## config.mk

```make
export PLATFORM = sky130hd
export DESIGN_NAME = mbl_top
export DESIGN_NICKNAME = d
export VERILOG_FILES = /design/src/rtl/mbl_pkg.sv /design/src/rtl/mbl_slot.sv /design/src/rtl/mbl_drive.sv /design/src/rtl/mbl_top.sv
export SDC_FILE = /design/constraint.sdc
export NUM_CORES = 1
export LEC_CHECK = 0
export ABC_AREA = 1
export BUFFER_PORTS_ARGS = -buffer_cell sky130_fd_sc_hd__buf_2
export CORE_MARGIN = 5
export CORE_UTILIZATION = 47
export DETAILED_ROUTE_END_ITERATION = 8
export GPL_TIMING_DRIVEN = 1
export PLACE_DENSITY = 0.84
export SYNTH_ARGS = -nofsm -noshare
export SYNTH_HDL_FRONTEND = slang
export SYNTH_SLANG_ARGS = --single-unit
```

## constraint.sdc

```tcl
create_clock -name clk -period 1 [get_ports clk]
set_input_delay 0.2 -clock clk [delete_from_list [all_inputs] [get_ports clk]]
set_output_delay 0.2 -clock clk [all_outputs]
set_load 0.01 [all_outputs]
```

## src/rtl/mbl_pkg.sv

```systemverilog
package mbl_pkg;
    localparam int NUM_SLOTS = 4;
    localparam int SLOT_B1A  = 0;
    localparam int SLOT_B2A  = 1;
    localparam int SLOT_A2B1 = 2;
    localparam int SLOT_A2B2 = 3;
endpackage

```

## src/rtl/mbl_slot.sv

```systemverilog
module mbl_slot #(
    parameter int W = 12
) (
    input  logic         clk,
    input  logic         rst_n,
    input  logic         open_i,
    input  logic [W-1:0] d_i,
    output logic [W-1:0] q_o
);
    typedef struct packed {
        logic [W-1:0] held;
    } slot_st_t;

    slot_st_t s_d, s_q;

    always_comb begin
        s_d = s_q;
        if (!rst_n)
            s_d.held = '0;
        else if (open_i)
            s_d.held = d_i;
    end

    always_ff @(posedge clk) begin
        s_q <= s_d;
    end

    // level-sensitive view: live input while open, stored value while closed
    assign q_o = open_i ? d_i : s_q.held;
endmodule

```

## src/rtl/mbl_drive.sv

```systemverilog
module mbl_drive #(
    parameter int W = 12
) (
    input  logic [W-1:0] val_i,
    input  logic         en_n_i,
    output logic [W-1:0] val_o,
    output logic         en_o
);
    assign en_o  = !en_n_i;
    assign val_o = en_n_i ? '0 : val_i;
endmodule

```

## src/rtl/mbl_top.sv

```systemverilog
module mbl_top #(
    parameter int W = 12
) (
    input  logic         clk,
    input  logic         rst_n,
    input  logic [W-1:0] port_a_i,
    input  logic [W-1:0] bank1_i,
    input  logic [W-1:0] bank2_i,
    input  logic         open_b1a_i,
    input  logic         open_b2a_i,
    input  logic         open_a2b1_i,
    input  logic         open_a2b2_i,
    input  logic         pick_bank1_i,
    input  logic         en_a_n_i,
    input  logic         en_b1_n_i,
    input  logic         en_b2_n_i,
    output logic [W-1:0] port_a_o,
    output logic         port_a_en_o,
    output logic [W-1:0] bank1_o,
    output logic         bank1_en_o,
    output logic [W-1:0] bank2_o,
    output logic         bank2_en_o
);
    import mbl_pkg::*;

    logic [W-1:0] slot_in   [NUM_SLOTS];
    logic [W-1:0] slot_q    [NUM_SLOTS];
    logic         slot_open [NUM_SLOTS];
    logic [W-1:0] a_pick;

    assign slot_in[SLOT_B1A]    = bank1_i;
    assign slot_in[SLOT_B2A]    = bank2_i;
    assign slot_in[SLOT_A2B1]   = port_a_i;
    assign slot_in[SLOT_A2B2]   = port_a_i;
    assign slot_open[SLOT_B1A]  = open_b1a_i;
    assign slot_open[SLOT_B2A]  = open_b2a_i;
    assign slot_open[SLOT_A2B1] = open_a2b1_i;
    assign slot_open[SLOT_A2B2] = open_a2b2_i;

    for (genvar g = 0; g < NUM_SLOTS; g++) begin : g_slot
        mbl_slot #(.W(W)) i_slot (
            .clk    (clk),
            .rst_n  (rst_n),
            .open_i (slot_open[g]),
            .d_i    (slot_in[g]),
            .q_o    (slot_q[g])
        );
    end

    // bank-to-A merge
    assign a_pick = pick_bank1_i ? slot_q[SLOT_B1A] : slot_q[SLOT_B2A];

    mbl_drive #(.W(W)) i_drv_a (
        .val_i (a_pick),
        .en_n_i(en_a_n_i),
        .val_o (port_a_o),
        .en_o  (port_a_en_o)
    );

    mbl_drive #(.W(W)) i_drv_b1 (
        .val_i (slot_q[SLOT_A2B1]),
        .en_n_i(en_b1_n_i),
        .val_o (bank1_o),
        .en_o  (bank1_en_o)
    );

    mbl_drive #(.W(W)) i_drv_b2 (
        .val_i (slot_q[SLOT_A2B2]),
        .en_n_i(en_b2_n_i),
        .val_o (bank2_o),
        .en_o  (bank2_en_o)
    );
endmodule

```

==> results.sh, run 1 <==
export IMPL_grt_total_usage_pct=20.3
export IMPL_seq_area_frac_synth_pct=46.4
export IMPL_drtPass1Iterations=4
export IMPL_postSynthCellCount=313
export IMPL_maxSlewHeadroom_pct=78.7
export IMPL_largest_register_ffs=48
export IMPL_wl_met1_mm=2.47
export IMPL_regMostFlops="g_slot.i_slot.s_q"
export IMPL_gp_congestion=0.760
export IMPL_numCtsBuffers=5
export IMPL_setup_viol=36
export IMPL_num_rows=24
export IMPL_path_max_fanout=2
export IMPL_vias=2344
export IMPL_fp_dieArea_sq_um=5840
export IMPL_post_place_ws_ns=-0.180
export IMPL_cap_viol_max_count=0
export IMPL_leakage_nw=1.63
export IMPL_yosysTopAreaCellShare_pct=46.4
export IMPL_synth_seq_cells=48
export IMPL_start_util_pct=47.9
export IMPL_worst_slew_pin_slew_ns=0.319
export IMPL_nets=472
export IMPL_syn_nets=359
export IMPL_slew_violations=0
export IMPL_rsz0062_at_grt="yes"
export IMPL_cts_sinks=48
export IMPL_grt_pass1_wl_mm=10.0
export IMPL_stdcell_count=479
export IMPL_dp_cells=467
export IMPL_layout_drive_gt1_share_pct=44.5
export IMPL_cts_tree="yes"
export IMPL_top_layer="met4"
export IMPL_drt_total_wl_mm=5.89
export IMPL_antenna_found_initial=0
export IMPL_grt_remaining_overflow=0
export IMPL_dr_wl_met2_mm=2.87
export IMPL_hpwl_mm=3.99
export IMPL_drc=0
export IMPL_die_h_um=76.4
export IMPL_fmaxAchievable_mhz=789
export IMPL_clk_latency_ns=0.30
export IMPL_arrival_ns=1.07
export IMPL_synth_area_leader_cell="dfxtp_1"
export IMPL_area_growth_pct=48.4
export IMPL_holdBufCountCts=0
export IMPL_synthTopCellsByArea="dfxtp_1, nand2_1, nor2_1"
export IMPL_setup_worst_path_class="register to output pin"
export IMPL_wl_per_cell_um=12.3
export IMPL_clkTransAtPathRegs_ns=0.09
export IMPL_post_route_min_period_ns=1.27
export IMPL_root_buffer="clkbuf_8"
export IMPL_postRouteAntennaNets=0
export IMPL_ys_warn_count=0
export IMPL_multi_input_area_sq_um=1050
export IMPL_htree_levels=2
export IMPL_reg_top3="g_slot.i_slot.s_q x48"
export IMPL_end_kind="output pin"
export IMPL_first_global_vias=2352
export IMPL_layout_setup_ws_ns=-0.268
export IMPL_die_w_um=76.4
export IMPL_peakVddDrop_v=0.00113
export IMPL_finalCritPeriodShare_pct=127
export IMPL_grt_max_degree=27
export IMPL_core_area_sq_um=4320
export IMPL_holdWs_ns=0.156
export IMPL_drt_initial_drc_count=167
export IMPL_syn_avg_cell_area_sq_um=6.62
export IMPL_fillers=360
export IMPL_status="finished with violations"
export IMPL_cp_data_required_time_ns=0.80
export IMPL_power_density_nw_per_um2=1420
export IMPL_clk_path_buf_depth=2
export IMPL_post_synth_num_cell_types=12
export IMPL_wl_met3_um=469
export IMPL_ios=85
export IMPL_viasPerCell=4.89
export IMPL_final_setup_skew_ns=0
export IMPL_worstSetupStartpointType="register"
export IMPL_syn_area_sq_um=2070
export IMPL_port_buffer_count=84
export IMPL_p_total_mw=4.36
export IMPL_hold_path_class="primary input to register"
export IMPL_n_antenna_cell=0
export IMPL_violations="setup timing"
export IMPL_hold_violations=0
export IMPL_seq_area_sq_um=990
-- placed cells by master, fill, tap and decap left out --
master      n
a21oi_1    24
buf_12      5
buf_2      82
buf_4      37
bufinv_16   1
clkbuf_1    1
clkbuf_8    5
clkinv_2    1
dfxtp_1    25
dfxtp_2    23
inv_1      17
inv_2       2
nand2_1    91
nand2_2     5
nand3_1     9
nand3_2     3
nor2_1     70
nor2_2      2
o21ai_2    24
-- per-layer routing --
layer | up-vias | global-route usage (%)
met1 | 1057 | 22.7
met4 | 0 | 5.42
met5 | - | 0
met2 | 85 | 36.2
li1 | 1194 | -
met3 | 8 | 7.21
-- critical path, cell delays in order (launching register included) --
cell	delay, ns
dfxtp_2	0.34
nand2_2	0.07
nand3_2	0.08
nand2_1	0.05
nor2_1	0.10
buf_2	0.13
-- what timing repair did --
action | in CTS | in global routing
gates resized for setup | 56 | 27
setup buffers | 3 | 1
setup endpoints to repair | 36 | 36
pin swaps | 2 | 11
-- synthesized netlist by cell type --
cell      number
nand2_1       96
nor2_1        72
dfxtp_1       48
a21oi_1       24
o21ai_0       24
inv_1         17
buf_2         12
nand3_1       12
buf_6          3
clkbuf_1       2
inv_2          2
buf_4          1
-- report_power, final --
group	leakage, nW	switching (mW)	internal [mW]
sequential	0.405	0.0465	2.04
combinational	1.17	0.492	0.419
clock	0.0552	0.619	0.742
total	1.63	1.16	3.20
-- area by class of cell --
type | instances | share of cell area [%]
Clock buffer | 6 | 2.36
Inverter | 19 | 2.32
Multi-Input combinational cell | 228 | 34.3
Sequential cell | 48 | 32.2
Tap cell | 52 | 2.12
Timing Repair Buffer | 124 | 25.6
Clock inverter | 2 | 1.14
-- path summary, 6_finish.rpt --
| kind | from | endpoint | slack [ns] | cells after the start |
|---|---|---|---|---|
| worst max-delay path | g_slot[1].i_slot.s_q[7] | port_a_o[7] | -0.27 | 5 |
| worst min-delay path | bank1_i[10] | g_slot[0].i_slot.s_q[10] | 0.16 | 3 |
| worst max register to register | g_slot[1].i_slot.s_q[10] | g_slot[1].i_slot.s_q[10] | 0.19 | 4 |
| worst min register to register | g_slot[1].i_slot.s_q[4] | g_slot[1].i_slot.s_q[4] | 0.48 | 2 |
-- through the flow --
step	area, sq um	utilization (%)	setup TNS (ns)
after floorplan	2070	-	0
after global placement	2780	64.3	-4.07
after detailed placement	2780	64.3	-4.94
after CTS	3020	69.8	-6.17
after global routing	3080	71.1	-8.40
final	3080	71.1	-6.04
-- kinds of logic after synthesis --
| logic type | Yosys count | share of synthesized area (%) |
|---|---|---|
| AO/OA/AOI/OAI | 48 | 11.6 |
| flip-flops | 48 | 46.4 |
| buffers and inverters | 37 | 8.70 |
| AND/OR/NAND/NOR | 180 | 33.3 |
Note: power is estimated with default switching activity, not from simulation.
==> run 2: changes to the inputs <==
==> constraint.sdc (replaced) <==
create_clock -name clk -period 1 [get_ports clk]
set_input_delay 0.05 -clock clk [delete_from_list [all_inputs] [get_ports clk]]
set_output_delay 0.05 -clock clk [all_outputs]
set_load 0.01 [all_outputs]
==> run 2 against run 1 <==
The flow still finishes with violations (setup timing). Hold slack got worse by 0.14 ns. Clock power about the same. Wire length decreased by 11%. First-iteration DRC count decreased by 19%. Final area decreased by 9.7%. Non-clock buffer count decreased by 32. Register-to-register slack improved by 0.09 ns. Count of clock-buffer cells in the layout decreased by 1. Fmax increased by 13%. Sequential cell count unchanged. Cell count decreased by 6.7%. Critical path type unchanged. Largest cell class unchanged. Highest routed layer unchanged.
==> results.sh, run 2 (synthesized netlist as in run 1, its figures left out) <==
export IMPL_postRouteAntennaNets=0
export IMPL_fillers=390
export IMPL_hp_start="bank1_i[10]"
export IMPL_violations="setup timing"
export IMPL_fp_dieArea_sq_um=5840
export IMPL_cp_data_required_time_ns=0.95
export IMPL_ios=85
export IMPL_nets=440
export IMPL_grt_max_degree=49
export IMPL_drt_total_wl_mm=5.26
export IMPL_leakage_nw=1.47
export IMPL_power_density_nw_per_um2=1530
export IMPL_dpl_cell_area_sq_um=2500
export IMPL_gp_congestion=0.769
export IMPL_rsz0062_at_grt="yes"
export IMPL_p_total_mw=4.25
export IMPL_dp_cells=435
export IMPL_grt_remaining_overflow=0
export IMPL_fmaxAchievable_mhz=893
export IMPL_whs_path_depth=3
export IMPL_finalCritPeriodShare_pct=112
export IMPL_hold_path_class="primary input to register"
export IMPL_first_global_vias=2033
export IMPL_r2r_start="g_slot[3].i_slot.s_q[11]"
export IMPL_die_h_um=76.4
export IMPL_hold_violations=0
export IMPL_htree_levels=2
export IMPL_post_route_min_period_ns=1.12
export IMPL_worstSetupStartpointType="register"
export IMPL_slew_violations=0
export IMPL_hpwl_mm=3.64
export IMPL_peakVddDrop_v=0.00103
export IMPL_final_setup_skew_ns=0
export IMPL_cts_tree="yes"
export IMPL_ff2ff_path_depth=3
export IMPL_wl_per_cell_um=11.8
export IMPL_drc=0
export IMPL_setup_viol=15
export IMPL_maxSlewHeadroom_pct=74.5
export IMPL_vias=2197
export IMPL_post_place_ws_ns=0.120
export IMPL_setup_worst_path_class="register to output pin"
export IMPL_layout_common_cells="nand2_1, buf_2, nor2_1"
export IMPL_layout_setup_ws_ns=-0.119
export IMPL_clk_latency_ns=0.30
export IMPL_status="finished with violations"
export IMPL_die_w_um=76.4
export IMPL_largest_register_ffs=48
export IMPL_cts_sinks=48
export IMPL_path_max_fanout=2
export IMPL_area_growth_pct=34.0
export IMPL_final_common_cell="nand2_1"
export IMPL_end_kind="output pin"
export IMPL_fin_area_sq_um=2780
export IMPL_arrival_ns=1.07
export IMPL_drt_initial_drc_count=135
export IMPL_holdBufCountCts=0
export IMPL_grt_pass1_wl_mm=8.85
export IMPL_reg_top3="g_slot.i_slot.s_q x48"
export IMPL_num_rows=24
export IMPL_clkTransAtPathRegs_ns=0.09
export IMPL_core_area_sq_um=4320
export IMPL_regMostFlops="g_slot.i_slot.s_q"
export IMPL_grt_total_usage_pct=17.9
export IMPL_n_antenna_cell=0
export IMPL_start_util_pct=47.9
export IMPL_cp_startpoint="g_slot[1].i_slot.s_q[2]"
export IMPL_numCtsBuffers=5
export IMPL_drtPass1Iterations=4
export IMPL_port_buffer_count=84
export IMPL_root_buffer="clkbuf_8"
export IMPL_layout_drive_gt1_share_pct=37.2
export IMPL_clk_path_buf_depth=2
export IMPL_worst_slew_pin_slew_ns=0.381
export IMPL_viasPerCell=4.91
export IMPL_cap_viol_max_count=0
export IMPL_antenna_found_initial=0
export IMPL_stdcell_count=447
==> run 2: changes by cell type in the layout (fill, tap and decap cells not counted), moves of 2 or more <==
cell,delta
nor2_2,-2
dfxtp_1,+6
dfxtp_2,-6
nand2_2,-3
nand2_1,+3
buf_12,-3
buf_4,-31
nor2_1,+2
clkbuf_4,+2
==> run 2: final timing paths <==
path                            slack [ns]                  endpoint
worst max-delay path                 -0.12               port_a_o[2]
worst min-delay path                  0.01  g_slot[0].i_slot.s_q[10]
worst max register to register        0.28  g_slot[3].i_slot.s_q[11]
worst min register to register        0.47  g_slot[0].i_slot.s_q[10]
==> run 2: routing by layer <==
layer | vias to the layer above | global-route usage [%] | routed length (um)
met5 | - | 0 | 0
met4 | 0 | 5.42 | 80
met3 | 11 | 6.26 | 482
met2 | 90 | 29.3 | 2460
met1 | 961 | 22.1 | 2240
li1 | 1135 | - | -
==> run 2: metrics by stage <==
| stage | utilization, % | hold WS (ns) | setup TNS (ns) |
|---|---|---|---|
| global route | 64.2 | 0.0147 | -3.30 |
| global placement | 57.9 | 0.326 | 0 |
| CTS | 62.7 | 0.00393 | -1.24 |
| finish | 64.2 | 0.0128 | -1.08 |
| floorplan | - | 0.148 | 0 |
| detailed placement | 57.9 | 0.331 | 0 |
==> run 2: report_power, final <==
group          internal, mW  switching [mW]  leakage (nW)
Sequential             2.04          0.0432         0.403
Combinational         0.329           0.460          1.01
Clock                 0.740           0.637        0.0541
Total                  3.11            1.14          1.47
==> run 2: repair_timing <==
item	CTS	global route
gates resized for setup	48	23
endpoints found under the hold margin	0	0
pin swaps	2	4
buffers inserted	1	3
endpoints found under the setup margin	36	36
==> run 2: final cells by class <==
type / count / area, sq um / share of cell area (%)
Clock buffer: 5 / 68.8 / 2.48
Clock inverter: 3 / 42.5 / 1.53
Inverter: 19 / 71.3 / 2.57
Multi-Input combinational cell: 228 / 1040 / 37.3
Sequential cell: 48 / 982 / 35.4
Tap cell: 52 / 65.1 / 2.34
Timing Repair Buffer: 92 / 510 / 18.4
==> run 2: worst max-delay path, cell delays in order (launching register included) <==
cell	delay [ns]
dfxtp_2	0.33
nand2_2	0.06
nand3_2	0.07
nand2_1	0.05
nor2_1	0.13
buf_2	0.14
